==> src/rtl/pdrv_spi_pkg.sv <==
package pdrv_spi_pkg;

    localparam int FRAME_W  = 8;
    localparam int NIB_W    = FRAME_W / 2;
    localparam int NFLT     = FRAME_W - 1;
    localparam int CNT_MAX  = FRAME_W + 1;
    localparam int CNT_W    = $clog2(CNT_MAX + 1);
    localparam int LOCK_BIT = 0;

    typedef logic [FRAME_W-1:0] byte_t;
    typedef logic [NIB_W-1:0]   nib_t;

    typedef enum logic [2:0] {
        OP_IDLE,
        OP_READ,
        OP_MASK_LO,
        OP_MASK_HI,
        OP_MODE,
        OP_CLR_LO,
        OP_CLR_HI
    } op_e;

    typedef struct packed {
        op_e        op;
        logic [1:0] sel;
        nib_t       arg;
    } cmd_t;

    localparam logic [1:0] SEL_FAULT = 2'd0;
    localparam logic [1:0] SEL_MASK  = 2'd1;
    localparam logic [1:0] SEL_MODE  = 2'd2;
    localparam logic [1:0] SEL_PINS  = 2'd3;

    localparam byte_t RST_FAULTS = byte_t'(1);

    function automatic cmd_t decode_cmd(input byte_t b);
        cmd_t c;
        c.op  = OP_IDLE;
        c.sel = SEL_FAULT;
        c.arg = b[NIB_W-1:0];
        case (b[FRAME_W-1:NIB_W])
            4'h0: begin
                if (b[NIB_W-1:2] == '0) begin
                    c.op  = OP_READ;
                    c.sel = b[1:0];
                end
            end
            4'h2:    c.op = OP_MASK_LO;
            4'h3:    c.op = OP_MASK_HI;
            4'h4:    c.op = OP_MODE;
            4'h6:    c.op = OP_CLR_LO;
            4'h7:    c.op = OP_CLR_HI;
            default: c.op = OP_IDLE;
        endcase
        return c;
    endfunction

    function automatic byte_t group_bits(input logic hi);
        byte_t g;
        g = '0;
        if (hi) g[FRAME_W-1:NIB_W] = '1;
        else    g[NIB_W-1:0]       = '1;
        return g;
    endfunction

endpackage

==> src/rtl/pdrv_spi_port.sv <==
module pdrv_spi_port
    import pdrv_spi_pkg::*;
#(
    parameter int SYNC_STAGES = 2
) (
    input  logic  clk,
    input  logic  rst,
    input  logic  sclk,
    input  logic  cs_n,
    input  logic  mosi,
    output logic  miso,
    input  byte_t tx_load,
    output logic  frame_ok,
    output byte_t frame_byte
);

    logic [SYNC_STAGES-1:0] sclk_sync, cs_sync, mosi_sync;
    logic sclk_s, cs_s, mosi_s;
    logic sclk_d, cs_d;
    logic sck_rise, sck_fall, cs_fall, cs_rise;
    byte_t rx_q, tx_q;
    logic [CNT_W-1:0] cnt_q;
    logic past_ok;

    always_ff @(posedge clk) begin
        if (rst) begin
            sclk_sync <= '0;
            cs_sync   <= '1;
            mosi_sync <= '0;
        end else begin
            sclk_sync <= {sclk_sync[SYNC_STAGES-2:0], sclk};
            cs_sync   <= {cs_sync[SYNC_STAGES-2:0], cs_n};
            mosi_sync <= {mosi_sync[SYNC_STAGES-2:0], mosi};
        end
    end

    assign sclk_s   = sclk_sync[SYNC_STAGES-1];
    assign cs_s     = cs_sync[SYNC_STAGES-1];
    assign mosi_s   = mosi_sync[SYNC_STAGES-1];
    assign sck_rise = sclk_s & ~sclk_d;
    assign sck_fall = ~sclk_s & sclk_d;
    assign cs_fall  = ~cs_s & cs_d;
    assign cs_rise  = cs_s & ~cs_d;

    always_ff @(posedge clk) begin
        if (rst) begin
            sclk_d     <= 1'b0;
            cs_d       <= 1'b1;
            rx_q       <= '0;
            tx_q       <= '0;
            cnt_q      <= '0;
            frame_ok   <= 1'b0;
            frame_byte <= '0;
            past_ok    <= 1'b0;
        end else begin
            past_ok  <= 1'b1;
            sclk_d   <= sclk_s;
            cs_d     <= cs_s;
            frame_ok <= 1'b0;
            if (cs_fall) begin
                tx_q  <= tx_load;
                cnt_q <= '0;
            end else if (!cs_s) begin
                if (sck_rise) begin
                    rx_q <= {rx_q[FRAME_W-2:0], mosi_s};
                    if (cnt_q != CNT_W'(CNT_MAX)) cnt_q <= cnt_q + 1'b1;
                end
                if (sck_fall) tx_q <= {tx_q[FRAME_W-2:0], 1'b0};
            end
            if (cs_rise) begin
                frame_ok   <= (cnt_q == CNT_W'(FRAME_W));
                frame_byte <= rx_q;
            end
        end
    end

    assign miso = tx_q[FRAME_W-1] & ~cs_s;

    // a frame is only accepted at the close of chip select
    a_r12_done_on_cs_rise: assert property (@(posedge clk) disable iff (rst || !past_ok)
        frame_ok |-> ($past(cs_s) && !$past(cs_d)));

    // the bit counter never runs past its saturation value
    a_r1_count_bounded: assert property (@(posedge clk) disable iff (rst)
        cnt_q <= CNT_W'(CNT_MAX));

    // the shifter only moves while selected
    a_r1_rx_idle_when_deselected: assert property (@(posedge clk) disable iff (rst || !past_ok)
        $past(cs_s) |-> $stable(rx_q));

endmodule

==> src/rtl/pdrv_fault_bank.sv <==
module pdrv_fault_bank
    import pdrv_spi_pkg::*;
(
    input  logic            clk,
    input  logic            rst,
    input  logic [NFLT-1:0] fault_evt,
    input  byte_t           clr_mask,
    input  byte_t           irq_mask,
    output byte_t           status,
    output logic            irq
);

    byte_t set_vec;
    logic  past_ok;

    assign set_vec = {fault_evt, 1'b0};

    always_ff @(posedge clk) begin
        if (rst) begin
            status  <= RST_FAULTS;
            irq     <= 1'b0;
            past_ok <= 1'b0;
        end else begin
            past_ok <= 1'b1;
            status  <= (status & ~clr_mask) | set_vec;
            irq     <= |(status & ~irq_mask);
        end
    end

    // latched bits survive every cycle without a clear
    a_r4_sticky: assert property (@(posedge clk) disable iff (rst || !past_ok)
        ($past(status) & ~$past(clr_mask) & ~status) == '0);

    // no bit rises without an event
    a_r4_no_spurious_set: assert property (@(posedge clk) disable iff (rst || !past_ok)
        (status & ~$past(status) & ~$past(set_vec)) == '0);

    // an event always lands, even against a clear
    a_r9_event_wins: assert property (@(posedge clk) disable iff (rst || !past_ok)
        ($past(set_vec) & ~status) == '0);

    // interrupt follows the unmasked faults one clock later
    a_r7_irq_follows: assert property (@(posedge clk) disable iff (rst || !past_ok)
        irq == |($past(status) & ~$past(irq_mask)));

endmodule

==> src/rtl/pdrv_cfg_regs.sv <==
module pdrv_cfg_regs
    import pdrv_spi_pkg::*;
(
    input  logic  clk,
    input  logic  rst,
    input  logic  cmd_valid,
    input  cmd_t  cmd,
    input  logic  en_a,
    input  logic  en_b,
    output byte_t irq_mask,
    output nib_t  mode,
    output logic  drv_en
);

    nib_t mask_nib [2];
    logic past_ok;

    for (genvar g = 0; g < 2; g++) begin : g_mask_half
        localparam op_e LOAD_OP = (g == 0) ? OP_MASK_LO : OP_MASK_HI;
        always_ff @(posedge clk) begin
            if (rst) begin
                mask_nib[g] <= '0;
            end else if (cmd_valid && cmd.op == LOAD_OP) begin
                mask_nib[g] <= cmd.arg;
            end
        end
    end

    assign irq_mask = {mask_nib[1], mask_nib[0]};

    always_ff @(posedge clk) begin
        if (rst) begin
            mode    <= '0;
            drv_en  <= 1'b0;
            past_ok <= 1'b0;
        end else begin
            past_ok <= 1'b1;
            if (cmd_valid && cmd.op == OP_MODE && !mode[LOCK_BIT]) mode <= cmd.arg;
            drv_en <= en_a & en_b & mode[LOCK_BIT];
        end
    end

    // once locked the mode nibble is frozen
    a_r10_lock_hold: assert property (@(posedge clk) disable iff (rst || !past_ok)
        $past(mode[LOCK_BIT]) |-> $stable(mode));

    // drive enable only follows both pins and the lock
    a_r11_drv_gate: assert property (@(posedge clk) disable iff (rst || !past_ok)
        drv_en |-> $past(en_a && en_b && mode[LOCK_BIT]));

    // mask moves only on an accepted command
    a_r6_mask_by_cmd: assert property (@(posedge clk) disable iff (rst || !past_ok)
        !$past(cmd_valid) |-> $stable(irq_mask));

endmodule

==> src/rtl/pdrv_status_spi.sv <==
module pdrv_status_spi
    import pdrv_spi_pkg::*;
(
    input  logic            clk,
    input  logic            rst,
    input  logic            sclk,
    input  logic            cs_n,
    input  logic            mosi,
    output logic            miso,
    input  logic [NFLT-1:0] fault_evt,
    input  logic            en_a,
    input  logic            en_b,
    output logic            irq,
    output logic            drv_en
);

    logic  frame_ok;
    byte_t frame_byte;
    cmd_t  cmd;
    byte_t clr_mask;
    byte_t status;
    byte_t irq_mask;
    nib_t  mode;
    byte_t reply_q;
    byte_t reply_d;
    logic  past_ok;

    assign cmd = decode_cmd(frame_byte);

    always_comb begin
        clr_mask = '0;
        if (frame_ok) begin
            if (cmd.op == OP_CLR_LO) clr_mask = group_bits(1'b0);
            if (cmd.op == OP_CLR_HI) clr_mask = group_bits(1'b1);
        end
    end

    always_comb begin
        reply_d = status;
        if (cmd.op == OP_READ) begin
            case (cmd.sel)
                SEL_MASK: reply_d = irq_mask;
                SEL_MODE: reply_d = {{(FRAME_W-NIB_W){1'b0}}, mode};
                SEL_PINS: reply_d = {{(FRAME_W-4){1'b0}}, en_a, en_b, drv_en, irq};
                default:  reply_d = status;
            endcase
        end
    end

    always_ff @(posedge clk) begin
        if (rst) begin
            reply_q <= '0;
            past_ok <= 1'b0;
        end else begin
            past_ok <= 1'b1;
            if (frame_ok) reply_q <= reply_d;
        end
    end

    pdrv_spi_port #(.SYNC_STAGES(2)) spi_i (
        .clk        (clk),
        .rst        (rst),
        .sclk       (sclk),
        .cs_n       (cs_n),
        .mosi       (mosi),
        .miso       (miso),
        .tx_load    (reply_q),
        .frame_ok   (frame_ok),
        .frame_byte (frame_byte)
    );

    pdrv_fault_bank fault_i (
        .clk       (clk),
        .rst       (rst),
        .fault_evt (fault_evt),
        .clr_mask  (clr_mask),
        .irq_mask  (irq_mask),
        .status    (status),
        .irq       (irq)
    );

    pdrv_cfg_regs cfg_i (
        .clk       (clk),
        .rst       (rst),
        .cmd_valid (frame_ok),
        .cmd       (cmd),
        .en_a      (en_a),
        .en_b      (en_b),
        .irq_mask  (irq_mask),
        .mode      (mode),
        .drv_en    (drv_en)
    );

    // the pending reply only changes on an accepted frame
    a_r12_reply_held: assert property (@(posedge clk) disable iff (rst || !past_ok)
        !$past(frame_ok) |-> $stable(reply_q));

    // a clear never touches both nibbles at once
    a_r8_one_group: assert property (@(posedge clk) disable iff (rst)
        $countones(clr_mask) == 0 || $countones(clr_mask) == NIB_W);

endmodule

==> config.mk <==
export PLATFORM = sky130hd
export DESIGN_NAME = pdrv_status_spi
export DESIGN_NICKNAME = d
export VERILOG_FILES = /design/src/rtl/pdrv_spi_pkg.sv /design/src/rtl/pdrv_spi_port.sv /design/src/rtl/pdrv_fault_bank.sv /design/src/rtl/pdrv_cfg_regs.sv /design/src/rtl/pdrv_status_spi.sv
export SDC_FILE = /design/constraint.sdc
export NUM_CORES = 1
export LEC_CHECK = 0
export ABC_CLOCK_PERIOD_IN_PS = 2200
export BUFFER_PORTS_ARGS = -buffer_cell sky130_fd_sc_hd__buf_4
export CAP_MARGIN = 20
export CELL_PAD_IN_SITES_DETAIL_PLACEMENT = 0
export CELL_PAD_IN_SITES_GLOBAL_PLACEMENT = 2
export CORE_ASPECT_RATIO = 2
export CORE_MARGIN = 4
export CORE_UTILIZATION = 38
export DETAILED_ROUTE_END_ITERATION = 10
export PLACE_DENSITY = 0.78
export SLEW_MARGIN = 10
export SYNTH_ARGS = -nofsm -noshare
export SYNTH_HDL_FRONTEND = slang
export SYNTH_HIERARCHICAL = 1
export SYNTH_SLANG_ARGS = --single-unit
==> constraint.sdc <==
create_clock -name clk -period 2.2 [get_ports clk]
set_input_delay 0.44 -clock clk [delete_from_list [all_inputs] [get_ports clk]]
set_output_delay 0.44 -clock clk [all_outputs]
set_load 0.05 [all_outputs]
# ---- Yosys cells after proc, flatten, opt, wreduce, memory -nomap -nowiden
# Memory sizes are Yosys's and may differ from the RTL's.
# Cells that the tools add are included.
# Widths: inputs -> output; s select.
dict set report totals {
  regBits 59
  mem_bits_rw 8
  in_bits 14
  out_inout_bits 3
  word_cells 89
  mem_count 1
}
dict set report op_classes {
  add_sub_neg 1
  eq_ne 17
  muxes 21
  n_bitwise 20
  n_reduce_logical 14
}
# name words width read_ports rd_clocked_by_memory_dff wr line_no
set memory_table {}
lappend memory_table {cfg_i.mask_nib 2 4 2 0 2 pdrv_cfg_regs.sv:15} ;# nib_t mask_nib [2];
# op n
set op_table {}
lappend op_table {{$mux 8} 6}
lappend op_table {{$pmux 8 s3} 1}
lappend op_table {{$pmux 3 s6} 1}
lappend op_table {{$and 8x8->8} 2}
lappend op_table {{$not 8->8} 2}
lappend op_table {{$eq 4x3->1 const B} 3}
lappend op_table {{$mux 4} 3}
lappend op_table {{$eq 3x3->1 const B} 3}
lappend op_table {{$eq 4x2->1 const B} 2}
lappend op_table {{$mux 1} 8}
lappend op_table {{$or 8x8->8} 1}
lappend op_table {{$reduce_or 8->1} 1}
lappend op_table {{$and 1x1->1} 7}
lappend op_table {{$eq 3x2->1 const B} 2}
lappend op_table {{$not 1->1} 6}
lappend op_table {{$reduce_and 3->1} 2}
lappend op_table {{$add 4x1->4 const B} 1}
lappend op_table {{$eq 2x2->1 const B} 2}
lappend op_table {{$eq 4x4->1 const B} 1}
lappend op_table {{$logic_and 1x1->1} 4}
lappend op_table {{$logic_not 4->1} 1}
lappend op_table {{$ne 4x4->1 const B} 1}
lappend op_table {{$reduce_or 2->1} 2}
lappend op_table {{$eq 3x1->1 const B} 1}
lappend op_table {{9 further kinds} 10}

# ---- Logic depth before layout (Yosys ltp)
# Gate-level depths: netlist of the first run.
dict set report logic_depth {
  depth_word 10
  depth_mapped 7
}

# ---- By module
# The synthesis of the first run kept the hierarchy.
# mod n_inst cells_each area_each_um2 seq_area_each_um2
set modules_own_cells {}
lappend modules_own_cells {pdrv_spi_port 1 161 1491.4 740.7}
lappend modules_own_cells {pdrv_status_spi 1 76 610.6 160.2}
lappend modules_own_cells {pdrv_cfg_regs 1 43 541.8 340.3}
lappend modules_own_cells {pdrv_fault_bank 1 45 364.1 180.2}

# ---- Worst setup path before layout of the first run
# OpenSTA, ideal clock, no wires.
dict set report synth_path {
  path_kind {register to register}
  startpoint {register spi_i.frame_byte[5]}
  endpoint {register cfg_i.mode[1]}
  setup_ns 0.119
  arrival_ns 1.640
  setup_slack_ns 0.442
  stages_incl_launch_ff 8
  n_path_buf 1
  synth_period_minus_slack_ns 1.758
  cell_sequence {dfxtp_1 -> nor4_4 -> nand2_1 -> o21ai_0 -> nor2_1 -> and4b_1 -> buf_2 -> mux2i_1}
}
# item line_no
set synth_rtl {}
lappend synth_rtl {{start, declared} pdrv_spi_port.sv:14} ;# output byte_t frame_byte
lappend synth_rtl {{start signal, assigned} pdrv_spi_port.sv:72} ;# frame_byte <= rx_q;
lappend synth_rtl {{end signal, assigned} pdrv_cfg_regs.sv:38} ;# if (cmd_valid && cmd.op == OP_MODE && !mode[LOCK_BIT]) mode <= cmd.arg;
lappend synth_rtl {{end, declared} pdrv_cfg_regs.sv:11} ;# output nib_t mode,

==> metrics.md, run 1 <==
| Metric | Value |
|---|---|
| Result of the run | `completed` |
| Number of clock buffers inserted by TritonCTS | `9` |
| Number of buffers inserted to repair setup after CTS | `0` |
| Remaining Overflow, GRT | `0` |
| Setup-failing EPs final | `0` |
| Synthesized area per cell | `between 9 and 10 µm²` |
| Maximum number of pins on one net before global-route repair | `33` |
| Cell area after technology mapping | `2990 µm²` |
| Worst slack at placement | `0.469 ns` |
| Setup repair after global routing missed its margin | `no` |
| CTS hold repair buffers | `0` |
| Routability Congestion | `0.810` |
| Antenna-violating nets left | `0` |
| F_max | `579 MHz` |
| Ratio of final minimum period to clock period | `between 70% and 80%` |
| Net count of the mapped netlist | `340` |
| Slowest cell delay on critical path | `approximately 0.36 ns` |
| Effective utilization at floorplan | `39.1%` |
| Critical Path AT | `1.75 ns` |
| Clock Root Buffer | `sky130_fd_sc_hd__clkbuf_16` |
| Count of cells resized by post-cts repair | `0` |
| Cell type of the slowest stage on the worst timing path | `sky130_fd_sc_hd__dfxtp_1` |
| Vias after detailed routing | `2232` |
| Syn Inst Count | `323` |
| Path class of the lowest-slack min-delay path | `in -> reg` |
| Total die area | `9450 µm²` |
| Initial antenna violation count | `0` |
| Growth of design area from synthesis to finish | `18.3%` |
| Final setup TNS | `0 ns` |
| Worst max-slew margin expressed relative to the limit | `53.9%` |
| Final wirelength | `roughly 6500 µm` |
| Drt first-iter violations | `107` |
| Die width | `70.8 µm` |
| Yosys warning count | `6` |
| Required time at the worst-slack endpoint | `around 2.2 ns` |
| Pre-antenna DRT Iters | `5` |
| Count of unresolved DRC violations after routing | `0` |
| Wire length of the first global-routing pass | `~11000 µm` |
| Routed wirelength normalized by instance count | `14.9 µm` |
| Post-detailed-route via-to-cell ratio | `around 5.1` |
| Number of nets in the final layout | `355` |
| Pins over their slew limit | `0` |
| Num rows | `45` |
| Most common library cell in the layout ignoring fill and taps | `sky130_fd_sc_hd__dfxtp_1` |
| Fraction of layout cells with a size suffix above 1 | `between 15 and 20%` |
| Pwr dens | `876 nW/µm²` |
| Antenna Cells | `0` |
| Critical path startpoint category | `register` |
| Final hold vios | `0` |
| Static leakage | `1.27 nW` |
| Via count of the first global-routing pass | `2246` |
| Commonest cells after routing, fill and taps aside | `sky130_fd_sc_hd__dfxtp_1 (59), sky130_fd_sc_hd__nand2_1 (40), sky130_fd_sc_hd__a21oi_1 (31), sky130_fd_sc_hd__inv_1 (25)` |
| Overall global routing resource usage | `about 15%` |
| Time the worst path needs with I/O delays and setup | `1.73 ns` |
| Top-level port count | `17` |
| Crit Path Class | `reg -> reg` |
| Number of maximum-capacitance violations | `0` |
| Worst-Margin Slew | `0.691 ns` |
| Maximum ir drop on the vdd rail | `about 0.6 mV` |
| Die height | `134 µm` |
| Final standard cell utilization of the core | `46.2%` |
| Cell Chain, Critical Path | `nor4_4, nand2_1, o21ai_0, nand4b_1, nand2b_1` |
| Clock sinks | `67` |
| Maximum count of clock buffers along a single path | `2` |
| HPWL Detailed | `between 4000 and 5000 µm` |
| Worst Setup Slack, final | `0.474 ns` |
| Buffers added on ports | `16` |
| Clock tree from TritonCTS | `yes` |
| Layout Skew | `0.00541 ns` |
| Placeable Area | `7660 µm²` |
| Clock-pin slew on the worst setup and hold paths | `0.06 ns` |
| Post-layout total power | `0.00310 W` |
| Worst-skew pair later-pin latency | `0.33 ns` |
| Peak fanout along the critical path | `5` |
| Element type at the critical path end | `register` |
| CTS H-tree depth | `3` |
==> worst paths after layout <==
kind / startpoint / to / slack (ns) / depth (start not counted)
worst max-delay path: spi_i/frame_byte[5]$_SDFFE_PP0P_ / cfg_i/mask_nib[1][2]$_SDFFCE_PN0P_ / 0.47 / 5
worst max register to register: spi_i/frame_byte[5]$_SDFFE_PP0P_ / cfg_i/mask_nib[1][2]$_SDFFCE_PN0P_ / 0.47 / 5
worst min-delay path: cs_n / spi_i/cs_sync[0]$_SDFF_PP1_ / 0.29 / 2
worst min register to register: spi_i/cs_sync[0]$_SDFF_PP1_ / spi_i/cs_sync[1]$_SDFF_PP1_ / 0.41 / 1
==> stage by stage <==
stage               hold slack, ns  instance area, µm²  cells
global route                 0.295                3540    437
global placement             0.397                3180    421
finish                       0.293                3540    437
CTS                          0.279                3540    437
floorplan                    0.389                2990    323
detailed placement           0.398                3180    421
==> sequential cells by signal, summed over array words and instances (netlist names), 2 cells and up <==
register and count:
fault_i/status 8, spi_i/frame_byte 8, cfg_i/mode 4, spi_i/sclk_sync 2
cfg_i/mask_nib 8, spi_i/mosi_sync 2, spi_i/cs_sync 2, reply_q 8
spi_i/rx_q 8, spi_i/tx_q 8, spi_i/cnt_q 4
==> layout make-up <==
type	count	area, µm²
repair buffers	22	165
fillers	784	4120
clock inverters	6	110
well taps	94	118
clock buffers	10	250
flip-flops and latches	67	1420
inverters	26	97.6
multi-input cells	212	1380
==> power breakdown <==
part	leakage, nW	total [W]	switching (W)	internal (W)
clock network	0.170	0.00169	0.000520	0.00117
logic	0.537	0.000115	0.0000605	0.0000549
registers	0.563	0.00129	0.0000273	0.00127
total	1.27	0.00310	0.000608	0.00249
==> critical path: cells and delay by family, from the launching register on <==
kind             cells  cell delay, ns
AO/OA/AOI/OAI        1            0.23
flip-flops           1            0.36
AND/OR/NAND/NOR      4            0.84
==> routing by layer <==
metal	vias up	global-route usage, %	wire, µm
met5	-	0	0
met3	14	3.02	170
li1	1150	-	-
met1	1040	14.9	2540
met2	28	27.4	3620
met4	0	8.16	187
No activity file was read; power rests on OpenSTA's default activity.
==> run 2: changes to the inputs <==
Settings changed: ABC_CLOCK_PERIOD_IN_PS 2200 to 1700.
Clock period 2.2 ns to 1.7 ns, I/O delays scaled along.
==> run 2 against run 1 <==
  * Non-clock buffer count grew 8
  * Global-route usage up 0.60 points
  * Final cell count grew 1.8%
  * Register-to-register slack worse by 0.36 ns
  * Total power rose by 16%
  * Hold slack lost 0.094 ns
  * Largest power group unchanged
  * Combinational power rose by 39%
  * Setup slack lost 0.36 ns
  * Critical endpoint is now cfg_i/mask_nib[0][3]$_SDFFCE_PN0P_
  * Clock power is 5% higher
==> metrics.md, run 2 (synthesis gave the netlist of run 1 again) <==
| Metric | Value |
|---|---|
| CTS H-tree depth | `3 (unchanged)` |
| Time the worst path needs with I/O delays and setup | `1.59 ns (-0.139 ns)` |
| Instance count along the most critical hold path | `2 (unchanged)` |
| Pwr dens | `1020 nW/µm² (+16%)` |
| Clock group share of total power | `49.2% (-5.4 points)` |
| Total die area | `9450 µm² (unchanged)` |
| Remaining Overflow, GRT | `0 (unchanged)` |
| Net switching power of the design | `0.000740 W (+22%)` |
| Number of non-filler instances in the completed layout | `445 (+1.8%)` |
| Worst-Margin Slew | `0.619 ns (-0.0720 ns)` |
| Antenna-violating nets left | `0 (unchanged)` |
| Vias after detailed routing | `2277 (+2.0%)` |
| Die height | `134 µm (unchanged)` |
| Required time at the worst-slack endpoint | `1.89 ns (-0.34 ns)` |
| Ratio of final minimum period to clock period | `93.3% (+15 points)` |
| Worst slack at placement | `0.0508 ns (-0.418 ns)` |
| Setup repair after global routing missed its margin | `yes` |
| Setup-failing EPs final | `0 (unchanged)` |
| Number of maximum-capacitance violations | `0 (unchanged)` |
| F_max | `630 MHz (+8.8%)` |
| Number of buffers inserted to repair setup after CTS | `0 (unchanged)` |
| Worst max-slew margin expressed relative to the limit | `58.7% (+4.8 points)` |
| Post-layout total power | `0.00361 W (+16%)` |
| Result of the run | `completed` |
| Fraction of layout cells with a size suffix above 1 | `19.4% (+1.6 points)` |
| Final wirelength | `6820 µm (+4.5%)` |
| Most common library cell in the layout ignoring fill and taps | `sky130_fd_sc_hd__dfxtp_1` |
| Placeable Area | `7660 µm² (unchanged)` |
| Element type at the critical path end | `register` |
| Commonest cells after routing, fill and taps aside | `sky130_fd_sc_hd__dfxtp_1 (59), sky130_fd_sc_hd__nand2_1 (40), sky130_fd_sc_hd__a21oi_1 (31), sky130_fd_sc_hd__buf_4 (30), sky130_fd_sc_hd__inv_1 (25)` |
| Slack of the worst reg-to-reg path | `0.11 ns (-0.36 ns)` |
| Flop pwr share | `46.3% (+4.6 points)` |
| Hold path endpoint | `spi_i/cs_sync[0]$_SDFF_PP1_` |
| Pins over their slew limit | `0 (unchanged)` |
| Number of clock buffers inserted by TritonCTS | `9 (unchanged)` |
| Clock Root Buffer | `sky130_fd_sc_hd__clkbuf_16` |
| Critical path startpoint category | `register` |
| Number of fillers in the final layout | `791 (+0.89%)` |
| Overall global routing resource usage | `15.4% (+0.60 points)` |
| Switching share of total power | `20.5% (+0.89 points)` |
| Clock-pin slew on the worst setup and hold paths | `0.05 ns (about the same)` |
| Critical Path AT | `1.77 ns (+0.02 ns)` |
| Via count of the first global-routing pass | `2279 (+1.5%)` |
| Routability Congestion | `0.763 (-5.8%)` |
| Path class of the lowest-slack min-delay path | `in -> reg` |
| Cells after DPL | `429 (+1.9%)` |
| Internal Power | `0.00287 W (+15%)` |
| Maximum number of pins on one net before global-route repair | `19 (-42%)` |
| Count of unresolved DRC violations after routing | `0 (unchanged)` |
| Pre-antenna DRT Iters | `4 (-1)` |
| Wire length of the first global-routing pass | `11200 µm (+4.4%)` |
| Startpoint of the tightest hold check path | `cs_n` |
| Clock sinks | `67 (unchanged)` |
| Number of nets in the final layout | `363 (+2.3%)` |
| HPWL Detailed | `5160 µm (+7.4%)` |
| Worst Setup Slack, final | `0.113 ns (-0.361 ns)` |
| Static leakage | `1.29 nW (+1.3%)` |
| Number of cells on the worst reg-to-reg path | `5 (unchanged)` |
| Combinational power share | `4.4% (+0.7 points)` |
| Final hold vios | `0 (unchanged)` |
| Peak fanout along the critical path | `5 (unchanged)` |
| FF-to-FF Start | `spi_i/frame_byte[4]$_SDFFE_PP0P_` |
| Worst-skew pair later-pin latency | `0.33 ns (about the same)` |
| Post-detailed-route via-to-cell ratio | `5.12 (+0.18%)` |
| Maximum count of clock buffers along a single path | `2 (unchanged)` |
| Routed wirelength normalized by instance count | `15.3 µm (+2.7%)` |
| Buffers added on ports | `16 (unchanged)` |
| Critical register-to-register path endpoint | `cfg_i/mask_nib[0][3]$_SDFFCE_PN0P_` |
| Antenna Cells | `0 (unchanged)` |
| Clock tree from TritonCTS | `yes` |
| Top-level port count | `17 (unchanged)` |
| Initial antenna violation count | `0 (unchanged)` |
| Num rows | `45 (unchanged)` |
| Layout Skew | `0.00840 ns (+0.00299 ns)` |
| Maximum ir drop on the vdd rail | `0.617 mV (+3.0%)` |
| Effective utilization at floorplan | `39.1% (unchanged)` |
| Crit Path Class | `reg -> reg` |
| Drt first-iter violations | `124 (+16%)` |
| Die width | `70.8 µm (unchanged)` |
| Growth of design area from synthesis to finish | `18.3% (about the same)` |
-- run 2: cell types whose count changed in the layout (fill, tap and decap cells not counted), moves of 2 or more --
cell | before | now
sky130_fd_sc_hd__clkbuf_8 | 0 | 2
sky130_fd_sc_hd__buf_4 | 22 | 30
sky130_fd_sc_hd__bufinv_16 | 3 | 0
sky130_fd_sc_hd__clkinvlp_4 | 2 | 0
sky130_fd_sc_hd__clkbuf_1 | 0 | 3
-- run 2: worst max-delay path by stage --
stage                                     start                                  to  slack, ns  depth (start not counted)
2_1_floorplan  spi_i/frame_byte[4]$_SDFFE_PP0P_          cfg_i/mode[1]$_SDFFE_PP0P_       0.01                          7
3_3_place_gp   spi_i/frame_byte[4]$_SDFFE_PP0P_  cfg_i/mask_nib[0][1]$_SDFFCE_PN0P_       0.11                          4
3_5_place_dp   spi_i/frame_byte[4]$_SDFFE_PP0P_          cfg_i/mode[1]$_SDFFE_PP0P_       0.05                          6
4_1_cts        spi_i/frame_byte[4]$_SDFFE_PP0P_          cfg_i/mode[1]$_SDFFE_PP0P_       0.04                          6
5_1_grt        spi_i/frame_byte[4]$_SDFFE_PP0P_  cfg_i/mask_nib[1][0]$_SDFFCE_PN0P_    -0.0002                          5
6_report       spi_i/frame_byte[4]$_SDFFE_PP0P_  cfg_i/mask_nib[0][3]$_SDFFCE_PN0P_       0.11                          5
-- run 2: power groups by stage --
stage,sequential [W],clock (W),combinational (W)
6_report,0.00167,0.00178,0.000160
5_1_grt,0.00168,0.00188,0.000179
4_1_cts,0.00167,0.00182,0.000163
3_5_place_dp,0.00171,0,0.000162
3_3_place_gp,0.00171,0,0.000161
2_1_floorplan,0.00169,0,0.000105
-- run 2: routing by layer --
metal / track usage, % / wire length [µm] / vias up
met5: 0 / 0 / -
met4: 7.85 / 196 / 0
met3: 3.25 / 195 / 12
met2: 28.6 / 3850 / 28
met1: 15.6 / 2570 / 1074
li1: - / - / 1163
-- run 2: worst max-delay path, cell delays in order, from the launching register on --
cell                       delay [ns]
sky130_fd_sc_hd__dfxtp_1         0.44
sky130_fd_sc_hd__inv_1           0.10
sky130_fd_sc_hd__o211a_1         0.25
sky130_fd_sc_hd__nand3b_1        0.20
sky130_fd_sc_hd__nor3_1          0.28
sky130_fd_sc_hd__and2_1          0.18
-- run 2: cell type report --
type	instances	area, µm²	share of cell area [%]
Sequential cell	67	1420	40.1
Clock buffer	15	289	8.16
Timing Repair Buffer	30	225	6.36
Tap cell	94	118	3.32
Inverter	26	97.6	2.76
Clock inverter	1	5.00	0.141
Multi-Input combinational cell	212	1390	39.1
-- run 2: what timing repair did --
| item | CTS | global route |
|---|---|---|
| endpoints found under the setup margin | 0 | 15 |
| hold buffers | 0 | 0 |
| endpoints found under the hold margin | 0 | 0 |
| gates resized for setup | 0 | 2 |
-- run 2: per-stage QoR --
stage	instance area (µm²)	hold slack [ns]	setup TNS [ns]	util, %
after floorplan	2990	0.389	0	-
after global placement	3240	0.393	0	42.3
after detailed placement	3240	0.395	0	42.3
after CTS	3530	0.191	0	46.1
after global routing	3540	0.203	-0.000469	46.2
final	3540	0.199	0	46.2
==> run 3: changes to the inputs <==
Settings changed: PLACE_DENSITY 0.78 to default, PLACE_DENSITY_LB_ADDON from default to 0.15, TNS_END_PERCENT from default to 1.
==> run 3 against run 2 <==
  * Sequential power hardly changed
  * Clock skew decreased by 0.0029 ns
  * Total power decreased by 3.1%
  * Critical path type unchanged
  * Largest power group is now sequential cells
==> metrics.md, run 3 (synthesis gave the netlist of run 1 again) <==
| Metric | Value |
|---|---|
| Result of the run | `completed` |
| Cell type of the slowest stage on the worst timing path | `sky130_fd_sc_hd__dfxtp_1` |
| Clock tree from TritonCTS | `yes` |
| Ratio of final minimum period to clock period | `91.5% (-1.8 points)` |
| Slowest cell delay on critical path | `0.44 ns (about the same)` |
| Crit Path Class | `reg -> reg` |
| Number of buffers inserted to repair setup after CTS | `0 (unchanged)` |
| Antenna Cells | `0 (unchanged)` |
| Bufs and invs on worst path | `1 (unchanged)` |
| Routability Congestion | `0.794 (+4.1%)` |
| Path class of the lowest-slack min-delay path | `in -> reg` |
| FF-to-FF Start | `spi_i/frame_byte[4]$_SDFFE_PP0P_` |
| Element type at the critical path end | `register` |
| Critical path origin | `spi_i/frame_byte[4]$_SDFFE_PP0P_` |
| Total die area | `9450 µm² (unchanged)` |
| Pre-antenna DRT Iters | `6 (+2)` |
| Switching share of total power | `21.8% (+1.3 points)` |
| Maximum number of pins on one net before global-route repair | `23 (+4)` |
| Commonest cells after routing, fill and taps aside | `sky130_fd_sc_hd__dfxtp_1 (59), sky130_fd_sc_hd__nand2_1 (40), sky130_fd_sc_hd__a21oi_1 (31), sky130_fd_sc_hd__buf_4 (31), sky130_fd_sc_hd__inv_1 (25)` |
| Num rows | `45 (unchanged)` |
| Count of unresolved DRC violations after routing | `0 (unchanged)` |
| Post-detailed-route via-to-cell ratio | `5.21 (+1.7%)` |
| Growth of design area from synthesis to finish | `17.8%` |
| Startpoint of the tightest hold check path | `cs_n` |
| Worst-skew pair later-pin latency | `0.33 ns (about the same)` |
| Final hold vios | `0 (unchanged)` |
| Die height | `134 µm (unchanged)` |
| Final setup TNS | `0 ns (unchanged)` |
| Worst-Margin Slew | `0.607 ns (-0.0120 ns)` |
| Clock Root Buffer | `sky130_fd_sc_hd__clkbuf_16` |
| CTS hold repair buffers | `0 (unchanged)` |
| Most common library cell in the layout ignoring fill and taps | `sky130_fd_sc_hd__dfxtp_1` |
| Routed wirelength normalized by instance count | `15.7 µm (+2.4%)` |
| Placeable Area | `7660 µm² (unchanged)` |
| Vias after detailed routing | `2322 (+2.0%)` |
| HPWL Detailed | `5150 µm (-0.20%)` |
| Drt first-iter violations | `100 (-19%)` |
| Flop pwr share | `47.8% (+1.5 points)` |
| Initial antenna violation count | `0 (unchanged)` |
| Count of cells resized by post-cts repair | `0 (unchanged)` |
| Layout Skew | `0.00553 ns (-0.00286 ns)` |
| Peak fanout along the critical path | `5 (unchanged)` |
| Setup repair after global routing missed its margin | `yes` |
| Kind of cell adding the most delay to the critical path | `compound AO/OA/AOI/OAI gates` |
| Via count of the first global-routing pass | `2380 (+4.4%)` |
| Final standard cell utilization of the core | `46.0% (-0.21 points)` |
| Net switching power of the design | `0.000763 W (+3.1%)` |
| Fraction of layout cells with a size suffix above 1 | `19.9% (+0.51 points)` |
| Top-level port count | `17 (unchanged)` |
| Effective utilization at floorplan | `39.1% (unchanged)` |
| Clock group share of total power | `47.6% (-1.6 points)` |
| Time the worst path needs with I/O delays and setup | `1.56 ns (-0.0304 ns)` |
| Static leakage | `1.28 nW (-0.52%)` |
| Worst max-slew margin expressed relative to the limit | `59.5% (+0.80 points)` |
| Required time at the worst-slack endpoint | `1.72 ns (-0.17 ns)` |
| Number of nets in the final layout | `364 (+0.28%)` |
| CTS H-tree depth | `3 (unchanged)` |
| Remaining Overflow, GRT | `0 (unchanged)` |
| Wire length of the first global-routing pass | `11600 µm (+3.7%)` |
| Setup-failing EPs final | `0 (unchanged)` |
| Post-layout total power | `0.00350 W (-3.1%)` |
| Number of maximum-capacitance violations | `0 (unchanged)` |
| Combinational power share | `4.6% (+0.2 points)` |
| Final wirelength | `7000 µm (+2.6%)` |
| Critical path startpoint category | `register` |
| Internal Power | `0.00273 W (-4.7%)` |
| Die width | `70.8 µm (unchanged)` |
| Maximum count of clock buffers along a single path | `2 (unchanged)` |
| Number of clock buffers inserted by TritonCTS | `9 (unchanged)` |
| Overall global routing resource usage | `16.2% (+0.85 points)` |
| Buffers added on ports | `16 (unchanged)` |
| Pins over their slew limit | `0 (unchanged)` |
| Antenna-violating nets left | `0 (unchanged)` |
| Pwr dens | `992 nW/µm² (-2.7%)` |
| Clock-pin slew on the worst setup and hold paths | `0.05 ns (about the same)` |
| Maximum ir drop on the vdd rail | `0.572 mV (-7.3%)` |
| Clock sinks | `67 (unchanged)` |
| F_max | `643 MHz (+2.0%)` |
| Critical Path AT | `1.58 ns (-0.19 ns)` |
| Cell Chain, Critical Path | `inv_1, o211a_1, nand3b_1, o21bai_2` |
## run 3: cell types whose count changed in the layout (fill, tap and decap cells not counted)
cell | before | now
sky130_fd_sc_hd__buf_4 | 30 | 31
sky130_fd_sc_hd__clkbuf_16 | 10 | 9
sky130_fd_sc_hd__clkbuf_8 | 2 | 1
sky130_fd_sc_hd__clkinv_2 | 1 | 3
sky130_fd_sc_hd__nor3_1 | 5 | 4
sky130_fd_sc_hd__nor3_2 | 0 | 1
## run 3: power by group through the flow
| stage | clock network [W] | registers, W | logic, W |
|---|---|---|---|
| finish | 0.00167 | 0.00167 | 0.000161 |
| global route | 0.00180 | 0.00167 | 0.000181 |
| CTS | 0.00172 | 0.00167 | 0.000163 |
| detailed placement | 0 | 0.00171 | 0.000162 |
| global placement | 0 | 0.00171 | 0.000159 |
| floorplan | 0 | 0.00169 | 0.000105 |
## run 3: worst reg2reg max path: stages (launching register included)
cell	delay, ns
sky130_fd_sc_hd__dfxtp_1	0.44
sky130_fd_sc_hd__inv_1	0.11
sky130_fd_sc_hd__o211a_1	0.25
sky130_fd_sc_hd__nand3b_1	0.21
sky130_fd_sc_hd__o21bai_2	0.23
## run 3: per-layer routing
layer	routed length, µm	vias to the layer above	share of wire (%)	track usage, %
met5	0	-	0	0
met4	298	0	4.3	10.3
met3	208	23	3.0	4.68
met2	3830	36	55	28.5
met1	2660	1094	38	16.3
li1	-	1169	-	-
## run 3: area by class of cell
type	instances	area (µm²)
multi-input cells	212	1390
repair buffers	31	233
clock buffers	13	250
clock inverters	3	15.0
fillers	817	4130
inverters	26	97.6
flip-flops and latches	67	1420
well taps	94	118
## run 3: per-stage QoR
step           hold slack, ns  worst slack [ns]  instance area, µm²  std cells
3_3_place_gp            0.392             0.115                3250        430
4_1_cts                 0.182            0.0627                3510        446
5_1_grt                 0.193           0.00177                3520        446
6_report                0.193             0.144                3520        446
3_5_place_dp            0.397            0.0752                3250        430
2_1_floorplan           0.389            0.0106                2990        323
## run 3: worst paths after layout
check,slack [ns],depth (start not counted),end
setup / recovery,0.14,4,cfg_i/mask_nib[0][2]$_SDFFCE_PN0P_
hold / removal,0.19,2,spi_i/cs_sync[0]$_SDFF_PP1_
setup reg to reg,0.14,4,cfg_i/mask_nib[0][2]$_SDFFCE_PN0P_
hold reg to reg,0.41,1,spi_i/cs_sync[1]$_SDFF_PP1_
